File: config.mk
export PLATFORM = sky130hd
export DESIGN_NAME = trig_pulse_timer
export DESIGN_NICKNAME = d
export VERILOG_FILES = /design/src/rtl/tpt_pkg.sv /design/src/rtl/tpt_count_ctrl.sv /design/src/rtl/tpt_preload_reg.sv /design/src/rtl/tpt_ref_gen.sv /design/src/rtl/trig_pulse_timer.sv
export SDC_FILE = /design/constraint.sdc
export NUM_CORES = 1
export LEC_CHECK = 0
export CORE_MARGIN = 2
export CORE_UTILIZATION = 45
export CTS_BUF_LIST = sky130_fd_sc_hd__clkbuf_4 sky130_fd_sc_hd__clkbuf_8
export DETAILED_ROUTE_END_ITERATION = 10
export GPL_TIMING_DRIVEN = 0
export PLACE_DENSITY_LB_ADDON = 0.15
export SLEW_MARGIN = 25
export SYNTH_ARGS = -nofsm -noshare
export SYNTH_HDL_FRONTEND = slang
export SYNTH_SLANG_ARGS = --single-unit
File: constraint.sdc
create_clock -name clk -period 6.1 [get_ports clk]
set_input_delay 1.22 -clock clk [delete_from_list [all_inputs] [get_ports clk]]
set_output_delay 1.22 -clock clk [all_outputs]
set_load 0.005 [all_outputs]
File: src/rtl/tpt_pkg.sv
package tpt_pkg;

    typedef enum logic [2:0] {
        MODE_FRZ   = 3'b000,
        MODE_FLOW  = 3'b100,
        MODE_FHIGH = 3'b101,
        MODE_PWM1  = 3'b110,
        MODE_PWM2  = 3'b111
    } tpt_mode_e;

    // override flags held by the reference generator
    typedef struct packed {
        logic fast;
        logic clr;
    } tpt_ovr_t;

    localparam int NUM_SHADOW = 2;
    localparam int IDX_CMP    = 0;
    localparam int IDX_ARR    = 1;

    function automatic logic is_forced(input logic [2:0] m);
        return (m == MODE_FLOW) || (m == MODE_FHIGH);
    endfunction

    function automatic logic is_pwm(input logic [2:0] m);
        return (m == MODE_PWM1) || (m == MODE_PWM2);
    endfunction

endpackage

File: src/rtl/tpt_count_ctrl.sv
module tpt_count_ctrl #(
    parameter int W = 8
) (
    input  logic         clk,
    input  logic         rst,
    input  logic         trig_in,
    input  logic         one_pulse,
    input  logic         sw_update,
    input  logic [W-1:0] arr_act,
    output logic [W-1:0] cnt,
    output logic         run,
    output logic         start,
    output logic         uev
);
    logic trig_q;
    logic trig_rise;
    logic at_top;

    assign trig_rise = trig_in & ~trig_q;
    assign start     = trig_rise & ~run;
    assign at_top    = run && (cnt == arr_act);
    assign uev       = sw_update | at_top;

    always_ff @(posedge clk) begin
        if (rst) begin
            trig_q <= 1'b0;
            cnt    <= '0;
            run    <= 1'b0;
        end else begin
            trig_q <= trig_in;
            if (uev)
                cnt <= '0;
            else if (run)
                cnt <= cnt + 1'b1;
            if (start)
                run <= 1'b1;
            else if (uev && one_pulse)
                run <= 1'b0;
        end
    end
endmodule

File: src/rtl/tpt_preload_reg.sv
module tpt_preload_reg #(
    parameter int W = 8
) (
    input  logic         clk,
    input  logic         rst,
    input  logic         we,
    input  logic [W-1:0] wdata,
    input  logic         pre_en,
    input  logic         uev,
    output logic [W-1:0] act
);
    logic [W-1:0] shadow;

    always_ff @(posedge clk) begin
        if (rst) begin
            shadow <= '0;
            act    <= '0;
        end else begin
            if (we)
                shadow <= wdata;
            if (we && !pre_en)
                act <= wdata;
            else if (uev)
                act <= shadow;
        end
    end
endmodule

File: src/rtl/tpt_ref_gen.sv
module tpt_ref_gen
    import tpt_pkg::*;
#(
    parameter int W = 8
) (
    input  logic         clk,
    input  logic         rst,
    input  logic [2:0]   mode,
    input  logic [W-1:0] cnt,
    input  logic [W-1:0] cmp,
    input  logic [W-1:0] arr,
    input  logic         start,
    input  logic         uev,
    input  logic         fast_en,
    input  logic         clr_en,
    input  logic         ext_clr,
    output logic         ref_o
);
    tpt_ovr_t ovr;
    logic     raw;

    always_ff @(posedge clk) begin
        if (rst) begin
            ovr <= '0;
        end else begin
            if (start && fast_en && is_pwm(mode))
                ovr.fast <= 1'b1;
            else if (uev)
                ovr.fast <= 1'b0;
            if (clr_en && ext_clr && !is_forced(mode))
                ovr.clr <= 1'b1;
            else if (uev)
                ovr.clr <= 1'b0;
        end
    end

    always_comb begin
        case (mode)
            MODE_FLOW:  raw = 1'b0;
            MODE_FHIGH: raw = 1'b1;
            MODE_PWM1:  raw = ovr.fast ? 1'b0 : (cnt < cmp);
            MODE_PWM2:  raw = ovr.fast ? (cnt != arr)
                                       : ((cnt >= cmp) && (cnt != arr));
            default:    raw = 1'b0;
        endcase
        ref_o = (ovr.clr && !is_forced(mode)) ? 1'b0 : raw;
    end
endmodule

File: src/rtl/trig_pulse_timer.sv
module trig_pulse_timer
    import tpt_pkg::*;
#(
    parameter int W = 8
) (
    input  logic         clk,
    input  logic         rst,
    input  logic         trig_in,
    input  logic         ext_clr,
    input  logic [2:0]   oc_mode,
    input  logic         one_pulse,
    input  logic         fast_en,
    input  logic         clr_en,
    input  logic         cmp_pre_en,
    input  logic         arr_pre_en,
    input  logic         cmp_we,
    input  logic [W-1:0] cmp_wdata,
    input  logic         arr_we,
    input  logic [W-1:0] arr_wdata,
    input  logic         sw_update,
    input  logic         out_pol,
    output logic [W-1:0] cnt_out,
    output logic         running,
    output logic         ref_out,
    output logic         wave_out
);
    logic                  start;
    logic                  uev;
    logic [W-1:0]          cmp_act;
    logic [W-1:0]          arr_act;
    logic [NUM_SHADOW-1:0] we_v;
    logic [NUM_SHADOW-1:0] pre_v;
    logic [W-1:0]          wd_v  [NUM_SHADOW];
    logic [W-1:0]          act_v [NUM_SHADOW];

    assign we_v[IDX_CMP]  = cmp_we;
    assign we_v[IDX_ARR]  = arr_we;
    assign pre_v[IDX_CMP] = cmp_pre_en;
    assign pre_v[IDX_ARR] = arr_pre_en;
    assign wd_v[IDX_CMP]  = cmp_wdata;
    assign wd_v[IDX_ARR]  = arr_wdata;

    for (genvar g = 0; g < NUM_SHADOW; g++) begin : g_shadow
        tpt_preload_reg #(.W(W)) u_reg (
            .clk    (clk),
            .rst    (rst),
            .we     (we_v[g]),
            .wdata  (wd_v[g]),
            .pre_en (pre_v[g]),
            .uev    (uev),
            .act    (act_v[g])
        );
    end

    assign cmp_act = act_v[IDX_CMP];
    assign arr_act = act_v[IDX_ARR];

    tpt_count_ctrl #(.W(W)) u_cnt (
        .clk       (clk),
        .rst       (rst),
        .trig_in   (trig_in),
        .one_pulse (one_pulse),
        .sw_update (sw_update),
        .arr_act   (arr_act),
        .cnt       (cnt_out),
        .run       (running),
        .start     (start),
        .uev       (uev)
    );

    tpt_ref_gen #(.W(W)) u_ref (
        .clk     (clk),
        .rst     (rst),
        .mode    (oc_mode),
        .cnt     (cnt_out),
        .cmp     (cmp_act),
        .arr     (arr_act),
        .start   (start),
        .uev     (uev),
        .fast_en (fast_en),
        .clr_en  (clr_en),
        .ext_clr (ext_clr),
        .ref_o   (ref_out)
    );

    assign wave_out = ref_out ^ out_pol;
endmodule

# Word-level counts from Yosys, hierarchy flattened
# Cells that the tools add are included.
# Widths: inputs -> output; s select.
# totals
ff_bits,44
input_bits,32
output_inout_bits,11
elab_cells,58
# op_classes
n_addsub,1
magnitude_cmp,2
n_eq_ne,6
n_mux,13
bitwise_logic,6
reduce_logical,21
# op_table
op,n
$mux 8,4
$eq 3x3->1 const B,4
$logic_and 1x1->1,10
$reduce_bool 2->1,5
$add 8x1->8 const B,1
$eq 8x8->1,1
$ge 8x8->1,1
$lt 8x8->1,1
$mux 1,8
$ne 8x8->1,1
$logic_not 1->1,3
$pmux 1 s3,1
$and 1x1->1,2
$logic_or 1x1->1,2
$not 1->1,2
$reduce_or 2->1,1
$or 1x1->1,1
$xor 1x1->1,1

# Logic depth before layout (Yosys ltp)
# logic_depth
word_depth,6
mapped_depth,7
ltp_nobuf,7

# Modules after synthesis
# A second synthesis with hierarchy kept.
# hier_totals
hier_cells,237
hier_area_um2,2386.0
# modules_own_cells
module,n_inst,cells_per_inst,area_per_inst_um2,seq_area_each_um2
tpt_preload_reg,2,63,714.4,320.3
tpt_count_ctrl,1,57,535.5,200.2
tpt_ref_gen,1,53,412.9,40.0
trig_pulse_timer,1,1,8.8,0.0

# Worst setup path after synthesis
# Ideal clock, no wire load.
# synth_timing
path_type,input port to output port
from,input oc_mode[2]
to,output wave_out
t_arrival_ps,1998
required_time_ps,4880
setup_slack_ps,2882
path_stages,4
n_path_buf,0
path_cell_list,and3_1 nand3b_1 o211a_1 a211oi_1
# synth_via
elab_chain_cells,6
elab_cells_between_ends,10
cone_classes,4 x eq/ne; 2 x mux; 1 x bitwise; 3 x reduce/logical
# synth_lines
element,line,text
from (decl),trig_pulse_timer.sv:10,"input logic [2:0] oc_mode,"
$eq 3x3->1 (on tied branches),"tpt_pkg.sv:22, tpt_ref_gen.sv:38",
$logic_or 1x1->1,tpt_pkg.sv:22,return (m == MODE_FLOW) || (m == MODE_FHIGH);
$logic_not 1->1,tpt_ref_gen.sv:46,ref_o = (ovr.clr && !is_forced(mode)) ? 1'b0 : raw;
$logic_and 1x1->1,tpt_ref_gen.sv:46,
$mux 1 (*),tpt_ref_gen.sv:46,
$xor 1x1->1 (*),trig_pulse_timer.sv:86,assign wave_out = ref_out ^ out_pol;
to (decl),trig_pulse_timer.sv:25,output logic wave_out
# Every way passes the cells marked *; elsewhere a longest branch is shown, timed or not.

# Final worst setup path
# Ends and elaborated chain as after synthesis.

==> impl_metrics.yaml <==
status:
  outcome: "finished, final reports clean"
synth:
  synthCells: 237
  ys_seq_area_share_pct: 40.55
  synth_seq_cells: 44
  synth_cell_type_count: 39
  synth_area_sq_um: 2172
  ys_async_sr_fraction_pct: 0
  synth_edf_count: 0
  avgSynthCellArea_sq_um: 9.165
  syn-num-nets: 278
  synth_flop_cell: "dfxtp_1"
  ys_warn_count: 0
cts:
  cts_setup_buffers: 0
  clock_latency_ps: 290
  htreeDepth: 2
  clockRootBuffer: "clkbuf_8"
  clk_path_buf_depth: 2
  ctsResizeCount: 0
  path_clk_slew_ps: 80
  cts_sinks: 44
  numCtsBuffers: 5
  cts_hold_buffers: 0
  tritoncts: "built"
grt:
  grt_use_met1_pct: 27.72
  first_global_vias: 1705
  antenna_found_initial: 0
  globalRouteTotalUtil_pct: 20.22
  use_met3_pct: 5.075
  grt_overflow: 0
  grt_pass1_wl_um: 8300
  busiest_layer: "met2"
  grtUsageMet2_pct: 31.05
  grt_max_degree: 14
hold_path:
  whs_path_depth: 2
  hold_path_class: "flip-flop to flip-flop"
  hold_start: "u_ref.ovr[0]"
  hold_end: "u_ref.ovr[0]"
job:
  maxCapViolCount: 0
setup_path:
  worstSetupEndpointType: "output port"
  rr_startpoint: "u_cnt.cnt[3]"
  r2r_setup_slack_ps: 4200
  cp_common_cell: "clkdlybuf4s50_1"
  r2r_cells: 5
  arrival_ps: 3080
  setup.worst_path.start_class: "input pin"
  path_max_fanout: 4
  worst_r2r_endpoint: "g_shadow[0].u_reg.act[5]"
  criticalPathCategory: "input pin to output port"
  max_stage_delay_ps: 540
  cp_slowest_cell: "clkdlybuf4s50_1"
  cp_cell_sequence: "clkdlybuf4s50_1 -> and3_1 -> nand3b_1 -> o211a_1 -> a211oi_1 -> clkdlybuf4s50_1"
  crit_required_ps: 4880
floorplanning:
  initial_core_util_pct: 46.29
  row_count: 25
  dieArea_sq_um: 5399
  core_sq_um: 4692
  die_w_um: 73.48
  ios: 43
  die_h_um: 73.48
power:
  ir_drop_mv: 0.1348
  power_leakage_uw: 0.001111
  pwr_density_cell_nw_per_um2: 226.6
timing:
  finalCritPeriodShare_pct: 70.56
  skew_ps: 11.47
  drv_slew: 0
  hold_slack_ps: 471.6
  grt_setup_unrepaired: "no"
  timing_hold_violations_final: 0
  finalCriticalPeriod_ps: 4304
  fmax_mhz: 232.3
  fin_tns_setup_ps: 0
  relSlewSlack_pct: 63.29
  finalSetupViolCount: 0
  worst_pin_slew_ps: 550.7
detailed_routing:
  drc_errors: 0
  dr.pass1.iters: 4
  drt_wl_total_um: 4962
  viasPerCell: 5.447
  ant_nets: 0
  wl_per_cell_um: 14.68
  drtIter0Drc: 71
  num_vias: 1841
finish:
  drive_gt1_share_pct: 6.690
  multiInputGateArea_sq_um: 1171
  fillers: 470
  seq_area_sq_um: 880.8
  stdcell_count: 338
  nets: 324
  fin_area_sq_um: 2728
  antenna_cells: 0
  area_delta_synth_final_pct: 25.58
placed_design:
  portBuffers: 39
  place_hpwl_um: 3631
  dp_cells: 330
  placed_area_sq_um: 2630
  gp_congestion: 0.7762
[synth_stat cells, drive strengths merged (3+ instances only)]
cell     n  share of area (%)
a31oi    3                1.4
nand2    5               0.86
and3     3               0.86
dfxtp   44                 41
nor4     7                2.0
buf      8                2.1
nor2b    3               0.86
and2     3               0.86
o221a   16                8.3
mux2i   17                7.8
nand4    6                1.7
nor2    51                8.8
xnor2   11                4.4
inv     14                2.4
clkbuf   6                1.0
xor2     4                1.6
ha       9                5.2
[through the flow]
stage               setup slack [ps]  total power [uW]  utilization [%]
detailed placement              1778             431.6            56.05
floorplan                       2882             387.7                -
global route                    1692             649.6            58.13
finish                          1796             618.2            58.13
CTS                             1777             623.6            58.13
global placement                1807             428.9            56.05
[layout by cell type (no fill, tap or decap), types with 2 or more instances in the layout]
master and instances:
nor2_1 51, dfxtp_1 44, clkdlybuf4s50_1 39, mux2i_1 17, o221a_1 16, inv_1 14, xnor2_1 11, ha_1 9
nor4_1 7, nand4_1 6, clkbuf_1 6, buf_2 6, clkbuf_8 6, nand2_1 5, xor2_1 4, and3_1 3
nor2b_1 3, and2_1 3, a211o_1 2, nand3b_1 2, o211ai_1 2, a21oi_1 2, a211oi_1 2, buf_4 2
nand2b_1 2, a31oi_2 2, nor3_1 2
[logic make-up after synthesis]
kind of cell | count (synthesis) | share of synthesized area, %
simple gates | 88 | 19.01
flops | 44 | 40.55
compound gates | 36 | 15.84
buf+inv | 28 | 5.530
mux | 17 | 7.834
xor+xnor | 15 | 6.048
fa+ha+maj | 9 | 5.184
[worst max-delay path, delay by kind of cell]
kind	cells	cell delay [ps]
AOI/OAI and AO/OA	2	490
buffers and inverters	2	1050
and+or+nand+nor	2	340
[area by class of cell]
class / count / share of cell area (%)
buffer: 14 / 2.477
clock buffer: 7 / 3.303
clock inverter: 1 / 0.2752
inverter: 14 / 1.927
multi-input combinational: 165 / 42.94
sequential: 44 / 32.29
tap: 54 / 2.477
timing repair buffer: 39 / 14.31
[sequential cells by signal (all words and copies together), names as in the netlist]
signal	flops
u_ref.ovr	2
u_cnt.run	1
u_cnt.trig_q	1
g_shadow.u_reg.shadow	16
u_cnt.cnt	8
g_shadow.u_reg.act	16
[worst max path at each step]
stage | slack (ps) | cells after the start | start | end
floorplan | 2880 | 4 | oc_mode[2] | wave_out
global placement | 1810 | 6 | oc_mode[2] | wave_out
detailed placement | 1780 | 6 | oc_mode[2] | wave_out
CTS | 1780 | 6 | oc_mode[2] | wave_out
global route | 1690 | 6 | oc_mode[2] | wave_out
finish | 1800 | 6 | oc_mode[2] | wave_out
[routing by layer]
layer	part of all wire, %	vias to the layer above
met1	49	859
met3	4.9	5
li1	-	936
met4	1.2	0
met2	45	41
met5	0	-
[report_power, final]
group / total, uW / internal [uW] / switching (uW) / leakage, uW
Clock: 194 / 96.5 / 97.2 / 0.0000479
Combinational: 108 / 56.9 / 51.2 / 0.000700
Sequential: 316 / 305 / 11.4 / 0.000362
Note: power is estimated with default switching activity, not from simulation.
